--- src/rtl/cwi_pkg.sv ---
package cwi_pkg;

    localparam int CWI_DW = 8;

    // bit positions in the command bytes
    localparam int B_INIT    = 4;
    localparam int B_MODE    = 3;
    localparam int B_POLL    = 2;
    localparam int B_RSEL_EN = 1;
    localparam int B_RSEL    = 0;
    localparam int B_SMM_EN  = 6;
    localparam int B_SMM     = 5;
    localparam int B_NEED4   = 0;
    localparam int B_SINGLE  = 1;
    localparam int B_SFNM    = 4;
    localparam int B_AEOI    = 1;

    typedef enum logic [1:0] {
        ST_IDLE = 2'd0,
        ST_BASE = 2'd1,
        ST_CASC = 2'd2,
        ST_MODE = 2'd3
    } step_e;

    typedef enum logic [2:0] {
        OP_ROT_CLR   = 3'd0,
        OP_NSEOI     = 3'd1,
        OP_NOP       = 3'd2,
        OP_SEOI      = 3'd3,
        OP_ROT_SET   = 3'd4,
        OP_NSEOI_ROT = 3'd5,
        OP_SET_PRI   = 3'd6,
        OP_SEOI_ROT  = 3'd7
    } op_e;

    typedef struct packed {
        logic [CWI_DW-1:0] base;
        logic              sfnm;
        logic              aeoi;
        logic              single;
        logic              need4;
    } init_cfg_t;

    typedef struct packed {
        logic [CWI_DW-1:0] clr_vec;
        logic              ofs_valid;
        logic [2:0]        ofs_val;
        logic              rot_valid;
        logic              rot_val;
    } op_act_t;

    function automatic logic [CWI_DW-1:0] line_bit(input logic [2:0] line);
        logic [CWI_DW-1:0] v;
        v = '0;
        v[line] = 1'b1;
        return v;
    endfunction

endpackage

--- src/rtl/cwi_init_seq.sv ---
module cwi_init_seq
    import cwi_pkg::*;
#(
    parameter int NLINES = 8,
    localparam int LW = $clog2(NLINES)
) (
    input  logic              clk,
    input  logic              rst,
    input  logic              init_wr,
    input  logic              data_wr,
    input  logic [CWI_DW-1:0] wdata,
    output step_e             step,
    output init_cfg_t         cfg,
    output logic              mask_wr
);

    localparam logic [CWI_DW-1:0] BASE_KEEP = ~CWI_DW'((1 << LW) - 1);

    assign mask_wr = data_wr && !init_wr && (step == ST_IDLE);

    always_ff @(posedge clk) begin
        if (rst) begin
            step <= ST_IDLE;
            cfg  <= '0;
        end else if (init_wr) begin
            cfg        <= '0;
            cfg.need4  <= wdata[B_NEED4];
            cfg.single <= wdata[B_SINGLE];
            step       <= ST_BASE;
        end else if (data_wr) begin
            case (step)
                ST_BASE: begin
                    cfg.base <= wdata & BASE_KEEP;
                    if (!cfg.single)
                        step <= ST_CASC;
                    else
                        step <= cfg.need4 ? ST_MODE : ST_IDLE;
                end
                ST_CASC: begin
                    step <= cfg.need4 ? ST_MODE : ST_IDLE;
                end
                ST_MODE: begin
                    cfg.sfnm <= wdata[B_SFNM];
                    cfg.aeoi <= wdata[B_AEOI];
                    step     <= ST_IDLE;
                end
                default: ;
            endcase
        end
    end

endmodule

--- src/rtl/cwi_cmd_dec.sv ---
module cwi_cmd_dec
    import cwi_pkg::*;
#(
    parameter int NLINES = 8,
    localparam int LW = $clog2(NLINES)
) (
    input  logic              op_wr,
    input  logic [CWI_DW-1:0] wdata,
    input  logic              eoi_valid,
    input  logic [LW-1:0]     eoi_line,
    output op_act_t           act
);

    op_e           op;
    logic [LW-1:0] named;

    assign op    = op_e'(wdata[CWI_DW-1:CWI_DW-3]);
    assign named = wdata[LW-1:0];

    always_comb begin
        act = '0;
        if (op_wr) begin
            case (op)
                OP_ROT_CLR: begin
                    act.rot_valid = 1'b1;
                    act.rot_val   = 1'b0;
                end
                OP_ROT_SET: begin
                    act.rot_valid = 1'b1;
                    act.rot_val   = 1'b1;
                end
                OP_NSEOI, OP_NSEOI_ROT: begin
                    if (eoi_valid) begin
                        act.clr_vec = line_bit(eoi_line);
                        if (op == OP_NSEOI_ROT) begin
                            act.ofs_valid = 1'b1;
                            act.ofs_val   = eoi_line + 1'b1;
                        end
                    end
                end
                OP_SEOI, OP_SEOI_ROT: begin
                    act.clr_vec = line_bit(named);
                    if (op == OP_SEOI_ROT) begin
                        act.ofs_valid = 1'b1;
                        act.ofs_val   = named + 1'b1;
                    end
                end
                OP_SET_PRI: begin
                    act.ofs_valid = 1'b1;
                    act.ofs_val   = named + 1'b1;
                end
                default: ;
            endcase
        end
    end

endmodule

--- src/rtl/cwi_rd_path.sv ---
module cwi_rd_path
    import cwi_pkg::*;
#(
    parameter int NLINES = 8,
    localparam int LW = $clog2(NLINES)
) (
    input  logic              clk,
    input  logic              rst,
    input  logic              rd_en,
    input  logic              addr,
    input  logic              poll_pend,
    input  logic              rd_isr_sel,
    input  logic [CWI_DW-1:0] mask,
    input  logic [CWI_DW-1:0] isr_in,
    input  logic [CWI_DW-1:0] irr_in,
    input  logic              win_valid,
    input  logic [LW-1:0]     win_line,
    output logic              poll_take,
    output logic [CWI_DW-1:0] poll_vec,
    output logic [CWI_DW-1:0] rdata
);

    localparam logic [CWI_DW-1:0] NO_WIN = CWI_DW'(NLINES - 1);

    logic [CWI_DW-1:0] rd_next;

    assign poll_take = rd_en && poll_pend;
    assign poll_vec  = (poll_take && win_valid) ? line_bit(win_line) : '0;

    always_comb begin
        if (poll_pend)
            rd_next = win_valid ? CWI_DW'(win_line) : NO_WIN;
        else if (addr)
            rd_next = mask;
        else
            rd_next = rd_isr_sel ? isr_in : irr_in;
    end

    always_ff @(posedge clk) begin
        if (rst)
            rdata <= '0;
        else if (rd_en)
            rdata <= rd_next;
    end

endmodule

--- src/rtl/cwi_ctrl.sv ---
module cwi_ctrl
    import cwi_pkg::*;
#(
    parameter int NLINES = 8,
    localparam int LW = $clog2(NLINES)
) (
    input  logic              clk,
    input  logic              rst,
    input  logic              addr,
    input  logic [CWI_DW-1:0] wdata,
    input  logic              wr_en,
    input  logic              rd_en,
    input  logic [CWI_DW-1:0] isr_in,
    input  logic [CWI_DW-1:0] irr_in,
    input  logic              eoi_valid,
    input  logic [LW-1:0]     eoi_line,
    input  logic              win_valid,
    input  logic [LW-1:0]     win_line,
    output logic [CWI_DW-1:0] rdata,
    output logic [CWI_DW-1:0] mask,
    output logic [CWI_DW-1:0] vec_base,
    output logic              rd_isr_sel,
    output logic              poll_pend,
    output logic              spec_mask,
    output logic              auto_eoi,
    output logic              rot_aeoi,
    output logic              sfnm,
    output logic              single,
    output logic              need4,
    output logic [LW-1:0]     prio_ofs,
    output logic [1:0]        init_step,
    output logic [CWI_DW-1:0] isr_clr,
    output logic [CWI_DW-1:0] irr_clr
);

    logic              wr_cmd, init_wr, mode_wr, op_wr, data_wr, mask_wr;
    logic              poll_take;
    logic [CWI_DW-1:0] poll_vec;
    step_e             step;
    init_cfg_t         cfg;
    op_act_t           act;

    assign wr_cmd  = wr_en && !addr;
    assign init_wr = wr_cmd && wdata[B_INIT];
    assign mode_wr = wr_cmd && !wdata[B_INIT] && wdata[B_MODE];
    assign op_wr   = wr_cmd && !wdata[B_INIT] && !wdata[B_MODE];
    assign data_wr = wr_en && addr;

    cwi_init_seq #(.NLINES(NLINES)) u_seq (
        .clk     (clk),
        .rst     (rst),
        .init_wr (init_wr),
        .data_wr (data_wr),
        .wdata   (wdata),
        .step    (step),
        .cfg     (cfg),
        .mask_wr (mask_wr)
    );

    cwi_cmd_dec #(.NLINES(NLINES)) u_dec (
        .op_wr     (op_wr),
        .wdata     (wdata),
        .eoi_valid (eoi_valid),
        .eoi_line  (eoi_line),
        .act       (act)
    );

    cwi_rd_path #(.NLINES(NLINES)) u_rd (
        .clk        (clk),
        .rst        (rst),
        .rd_en      (rd_en),
        .addr       (addr),
        .poll_pend  (poll_pend),
        .rd_isr_sel (rd_isr_sel),
        .mask       (mask),
        .isr_in     (isr_in),
        .irr_in     (irr_in),
        .win_valid  (win_valid),
        .win_line   (win_line),
        .poll_take  (poll_take),
        .poll_vec   (poll_vec),
        .rdata      (rdata)
    );

    always_ff @(posedge clk) begin
        if (rst || init_wr) begin
            mask       <= '0;
            rd_isr_sel <= 1'b0;
            poll_pend  <= 1'b0;
            spec_mask  <= 1'b0;
            rot_aeoi   <= 1'b0;
            prio_ofs   <= '0;
        end else begin
            if (mask_wr)
                mask <= wdata;
            if (poll_take)
                poll_pend <= 1'b0;
            if (mode_wr) begin
                if (wdata[B_POLL])
                    poll_pend <= 1'b1;
                if (wdata[B_RSEL_EN])
                    rd_isr_sel <= wdata[B_RSEL];
                if (wdata[B_SMM_EN])
                    spec_mask <= wdata[B_SMM];
            end
            if (act.rot_valid)
                rot_aeoi <= act.rot_val;
            if (act.ofs_valid)
                prio_ofs <= act.ofs_val;
        end
    end

    always_ff @(posedge clk) begin
        if (rst) begin
            isr_clr <= '0;
            irr_clr <= '0;
        end else if (init_wr) begin
            isr_clr <= '1;
            irr_clr <= '1;
        end else begin
            isr_clr <= act.clr_vec | poll_vec;
            irr_clr <= poll_vec;
        end
    end

    assign vec_base  = cfg.base;
    assign auto_eoi  = cfg.aeoi;
    assign sfnm      = cfg.sfnm;
    assign single    = cfg.single;
    assign need4     = cfg.need4;
    assign init_step = step;

endmodule

--- config.mk ---
export PLATFORM = sky130hd
export DESIGN_NAME = cwi_ctrl
export DESIGN_NICKNAME = d
export VERILOG_FILES = /design/src/rtl/cwi_pkg.sv /design/src/rtl/cwi_init_seq.sv /design/src/rtl/cwi_cmd_dec.sv /design/src/rtl/cwi_rd_path.sv /design/src/rtl/cwi_ctrl.sv
export SDC_FILE = /design/constraint.sdc
export NUM_CORES = 1
export LEC_CHECK = 0
export BUFFER_PORTS_ARGS = -buffer_cell sky130_fd_sc_hd__buf_2
export CORE_MARGIN = 5
export CORE_UTILIZATION = 49
export DETAILED_ROUTE_END_ITERATION = 8
export HOLD_SLACK_MARGIN = 0.06
export PLACE_DENSITY = 0.86
export SLEW_MARGIN = 0
export SYNTH_ARGS = -nofsm -noshare
export SYNTH_HDL_FRONTEND = slang
export SYNTH_SLANG_ARGS = --single-unit
--- constraint.sdc ---
create_clock -name clk -period 2 [get_ports clk]
set_input_delay 0.1 -clock clk [delete_from_list [all_inputs] [get_ports clk]]
set_output_delay 0.1 -clock clk [all_outputs]
set_load 0.02 [all_outputs]
Word-level counts from Yosys, hierarchy flattened
Cells that the tools add are included.

Register bits after elaboration: 50. Input port bits: 37. Output and inout port bits: 53.

Add/subtract/negate cells: 2. $lt $le $gt $ge: 6. Equal/unequal tests: 9. Muxes and demuxes: 28. Bitwise operators: 1. Reduce and logical (&&, ||, !) cells: 32.

Operator list (count): $mux W8 (6); $pmux W8 S2 (1); $mux W14 (1); $logic_and A1 B1 Y1 (13); $eq A3 B3 Y1 const B (4); $lt A3 B4 Y1 const B (3); $mux W12 (1); $pmux W4 S3 (1); $reduce_and A2 Y1 (6); $demux W1 S3 (3); $ge A3 B1 Y1 const B (3); $mux W1 (8); $mux W4 (2); $or A8 B8 Y8 (1); $add A3 B1 Y3 const B (2); $pmux W2 S3 (1); $reduce_or A2 Y1 (3); $eq A2 B2 Y1 const B (2); $logic_not A1 Y1 (4); $mux W2 (2); $pmux W2 S2 (1); $reduce_bool A4 Y1 (1); $eq A3 B1 Y1 const B (1); $eq A3 B2 Y1 const B (1); other kinds (7) (7).

Logic depth before layout (Yosys ltp)
Depth after elaboration: 9. Depth in mapped cells: 5. Depth with buffers taken out: 5.

Modules after synthesis
A second synthesis with hierarchy kept.

Cell total of the unflattened synthesis: 277. Area, all modules: 2439.8 um^2.

Modules (own cells, without submodules): cwi_ctrl (instances 1, cells each 111, area each 1072.3 um^2); cwi_rd_path (instances 1, cells each 73, area each 600.6 um^2); cwi_init_seq (instances 1, cells each 49, area each 470.5 um^2); cwi_cmd_dec (instances 1, cells each 44, area each 296.5 um^2).

Least setup slack after synthesis
OpenSTA, ideal clock, no wires.

Path type: register to register. Start point: register u_seq.step[0]. End point: register u_seq.step[1]. Data arrival time: 1589 ps. Data required time: 1930 ps. Path slack: 341 ps. Stages on the path, launching flop included: 6. Cell sequence: dfxtp_1 inv_1 ha_1 o21ba_2 or4_1 a21oi_1.

Longest elaborated chain between the ends: 3.

Ends and longest elaborated chain: start, declared (line cwi_init_seq.sv:12) `output step_e step,`; start signal, assigned (line cwi_init_seq.sv:37) `step <= cfg.need4 ? ST_MODE : ST_IDLE;`; start signal, assigned (line cwi_init_seq.sv:40) `step <= cfg.need4 ? ST_MODE : ST_IDLE;`; $eq A2 B2 Y1 or $eq A2 B1 Y1 (tied branches) (line cwi_init_seq.sv:31) `case (step)`; $reduce_bool A3 Y1 (no line); $reduce_and A2 Y1 (no line).

Parallel ways exist; a longest one is shown, timed or not. A chain may end at the register's enable or synchronous reset.

Worst setup path after layout
Ends and elaborated chain as after synthesis.

==> impl_metrics.json <==
{
  "ir_drop_mv": 0.5241,
  "grt_pass1_vias": 2135,
  "ys.flop_type": "dfxtp_1",
  "grt_pass1_wl_um": 9922,
  "cts_buffers": 5,
  "via_per_inst": 5.543,
  "maxCapViolCount": 0,
  "final_cells": 411,
  "power_density_nw_per_um2": 697.4,
  "setup_violations": 0,
  "num_rows": 25,
  "tns_ns": 0,
  "grt.overflow.total": 0,
  "num_vias": 2278,
  "tightest_slew_ns": 0.5571,
  "cts.clk_slew.worst_paths_ns": 0.09,
  "syn-cell-area_um2": 2472,
  "avgRoutedWirePerCell_um": 15.07,
  "yosysWarnings": 0,
  "drv_slew": 0,
  "die_y_um": 81.03,
  "drive_above_1_share_pct": 31.10,
  "end_kind": "flop",
  "synth_top_area_cell": "dfxtp_1",
  "clock_path_buffers": 2,
  "fin_ws_ns": 0.3904,
  "syn_avg_cell_area_um2": 9.191,
  "cts_tree": "built",
  "fmax_mhz": 621.3,
  "netlist_instances": 269,
  "diodes": 0,
  "dp_cells": 404,
  "crit_required_ns": 2.24,
  "seq_area_frac_synth_pct": 40.49,
  "fin_crit_ns": 1.610,
  "clk_latency_ns": 0.30,
  "clock_sinks": 50,
  "relSlewSlack_pct": 62.33,
  "worst_ep_arrival_time_ns": 1.85,
  "drt-total-wl_um": 6192,
  "yosysTopAreaCellShare_pct": 40.49,
  "fin_crit_sh_pct": 80.48,
  "hold_buffers": 0,
  "crit_type": "reg -> reg",
  "fin_skew_ns": 0.006637,
  "start_util_pct": 51.32,
  "port_buffers": 86,
  "cts_resized": 0,
  "drc": 0,
  "yosys-top-cells-area": "dfxtp_1, mux2i_1, a21oi_1",
  "ys_ff_latch": 50,
  "path_max_fanout": 5,
  "antenna_found_initial": 0,
  "leakage_nw": 1.441,
  "status": "complete, no violations",
  "htree_levels": 2,
  "dpl_worst_slack_ns": 0.3900,
  "cts_root_buf": "clkbuf_8",
  "areaGrowthSynthToFinish_pct": 20.95,
  "antenna_left": 0,
  "place.gp.congestion": 0.8715,
  "hold_violations": 0,
  "fp.dieW_um": 81.03,
  "nFillCells": 439,
  "ios": 90,
  "nNetsFinal": 388,
  "post_cts_buffers": 0,
  "whs_ns": 0.1250,
  "hold_class": "in -> reg",
  "synth_cell_types": 49,
  "synth-edff-count": 0,
  "grt_usage_pct": 18.99,
  "dp.final_hpwl_um": 4700,
  "drt-pass1-iter-count": 4,
  "rsz0062_at_grt": "false",
  "core_um2": 4817,
  "async_reset_ff_share_pct": 0,
  "fin_util_pct": 62.08,
  "setup.worst_path.start_class": "flop",
  "drtIter0Drc": 118,
  "dieArea_um2": 6566,
  "grt_start_max_net_pins": 29
}
flip-flops by register name, summed over array words and instances (netlist names):
name,cells
irr_clr,8
mask,8
rot_aeoi,1
u_rd.rdata,8
u_seq.cfg,9
u_seq.step,2
poll_pend,1
isr_clr,8
spec_mask,1
prio_ofs,3
rd_isr_sel,1
Yosys cell counts (4+ instances only):
library cell	instances
nand3_1	5
mux2_2	8
nor2b_1	6
nor2_1	25
ha_1	7
a21oi_1	22
nand2_1	6
a32oi_1	5
clkbuf_1	13
o22ai_1	8
and3b_1	6
nand2b_1	15
dfxtp_1	50
mux2i_1	14
o21ai_0	7
inv_1	8
a31oi_1	5
and3_1	4
o211ai_1	8
a22oi_1	4
placed cells by master (no fill, tap or decap), types with 5 or more instances in the layout:
cell type  netlist  final
nand2b_1        15     15
dfxtp_1         50     50
clkbuf_8         2      6
and3b_1          6      6
a32oi_1          5      5
buf_2            1     86
nand3_1          5      5
mux2_2           8      8
mux2i_1         14     14
inv_1            8      8
o22ai_1          8      8
nand2_1          6      6
o211ai_1         8      8
ha_1             7      7
nor2b_1          6      6
nor2_1          25     25
o21ai_0          7      7
a21oi_1         22     22
a31oi_1          5      5
critical path, stage by stage (launching register included):
cell     delay, ns
dfxtp_1       0.42
inv_1         0.10
ha_1          0.23
o21ba_2       0.19
or4_1         0.46
a21oi_1       0.15
cells by family (layout without fill, tap and decap cells):
family                     Yosys count  after routing  synth area share [%]
and+or+nand+nor                     84             84                 19.94
adders and majority gates            7              7                 3.542
muxes                               22             22                 9.312
DFF                                 50             50                 40.49
xor gates and xnor gates             2              2                0.7086
AOI/OAI and AO/OA                   73             73                 19.33
other                                1              3                0.1517
buffers and inverters               30            103                 6.528
metrics by stage:
step	instance area [µm²]	total power [W]
after CTS	2990	0.002098
after floorplan	2480	0.001287
after global routing	2990	0.002179
after global placement	2878	0.001384
final	2990	0.002085
after detailed placement	2878	0.001392
cell type report:
| cell class | instances | area [µm²] | share of cell area, % |
|---|---|---|---|
| clock buffer | 6 | 82.58 | 2.762 |
| inverter | 8 | 30.03 | 1.004 |
| timing repair buffer | 88 | 445.4 | 14.90 |
| multi-input combinational | 191 | 1318 | 44.06 |
| clock inverter | 1 | 30.03 | 1.004 |
| tap | 67 | 83.83 | 2.803 |
| sequential | 50 | 1001 | 33.47 |
worst paths after layout:
kind | start | endpoint | slack [ns] | cells past startpoint
setup / recovery | u_seq.step[0]$_SDFFE_PP0P_ | u_seq.step[1]$_SDFFE_PP0P_ | 0.39 | 5
hold / removal | wdata[0] | u_seq.cfg[0]$_SDFFE_PP0P_ | 0.12 | 3
setup reg to reg | u_seq.step[0]$_SDFFE_PP0P_ | u_seq.step[1]$_SDFFE_PP0P_ | 0.39 | 5
hold reg to reg | prio_ofs[1]$_SDFFE_PP0P_ | prio_ofs[1]$_SDFFE_PP0P_ | 0.48 | 2
report_power, final:
group / switching [W] / internal, W / leakage, nW / total [W]
Clock: 0.000315 / 0.000400 / 0.0573 / 0.000715
Combinational: 0.000197 / 0.000126 / 0.977 / 0.000323
Sequential: 0.0000198 / 0.00103 / 0.407 / 0.00105
Total: 0.000532 / 0.00155 / 1.44 / 0.00209
layer usage:
| metal | part of all wire (%) | routed length, µm | global-route usage, % |
|---|---|---|---|
| met1 | 42 | 2598 | 24.44 |
| met2 | 48 | 2989 | 32.02 |
| met3 | 8.9 | 550 | 4.213 |
| met4 | 0.86 | 53 | 5.068 |
| met5 | 0 | 0 | 0 |
Power figures use the tool's default switching activity.
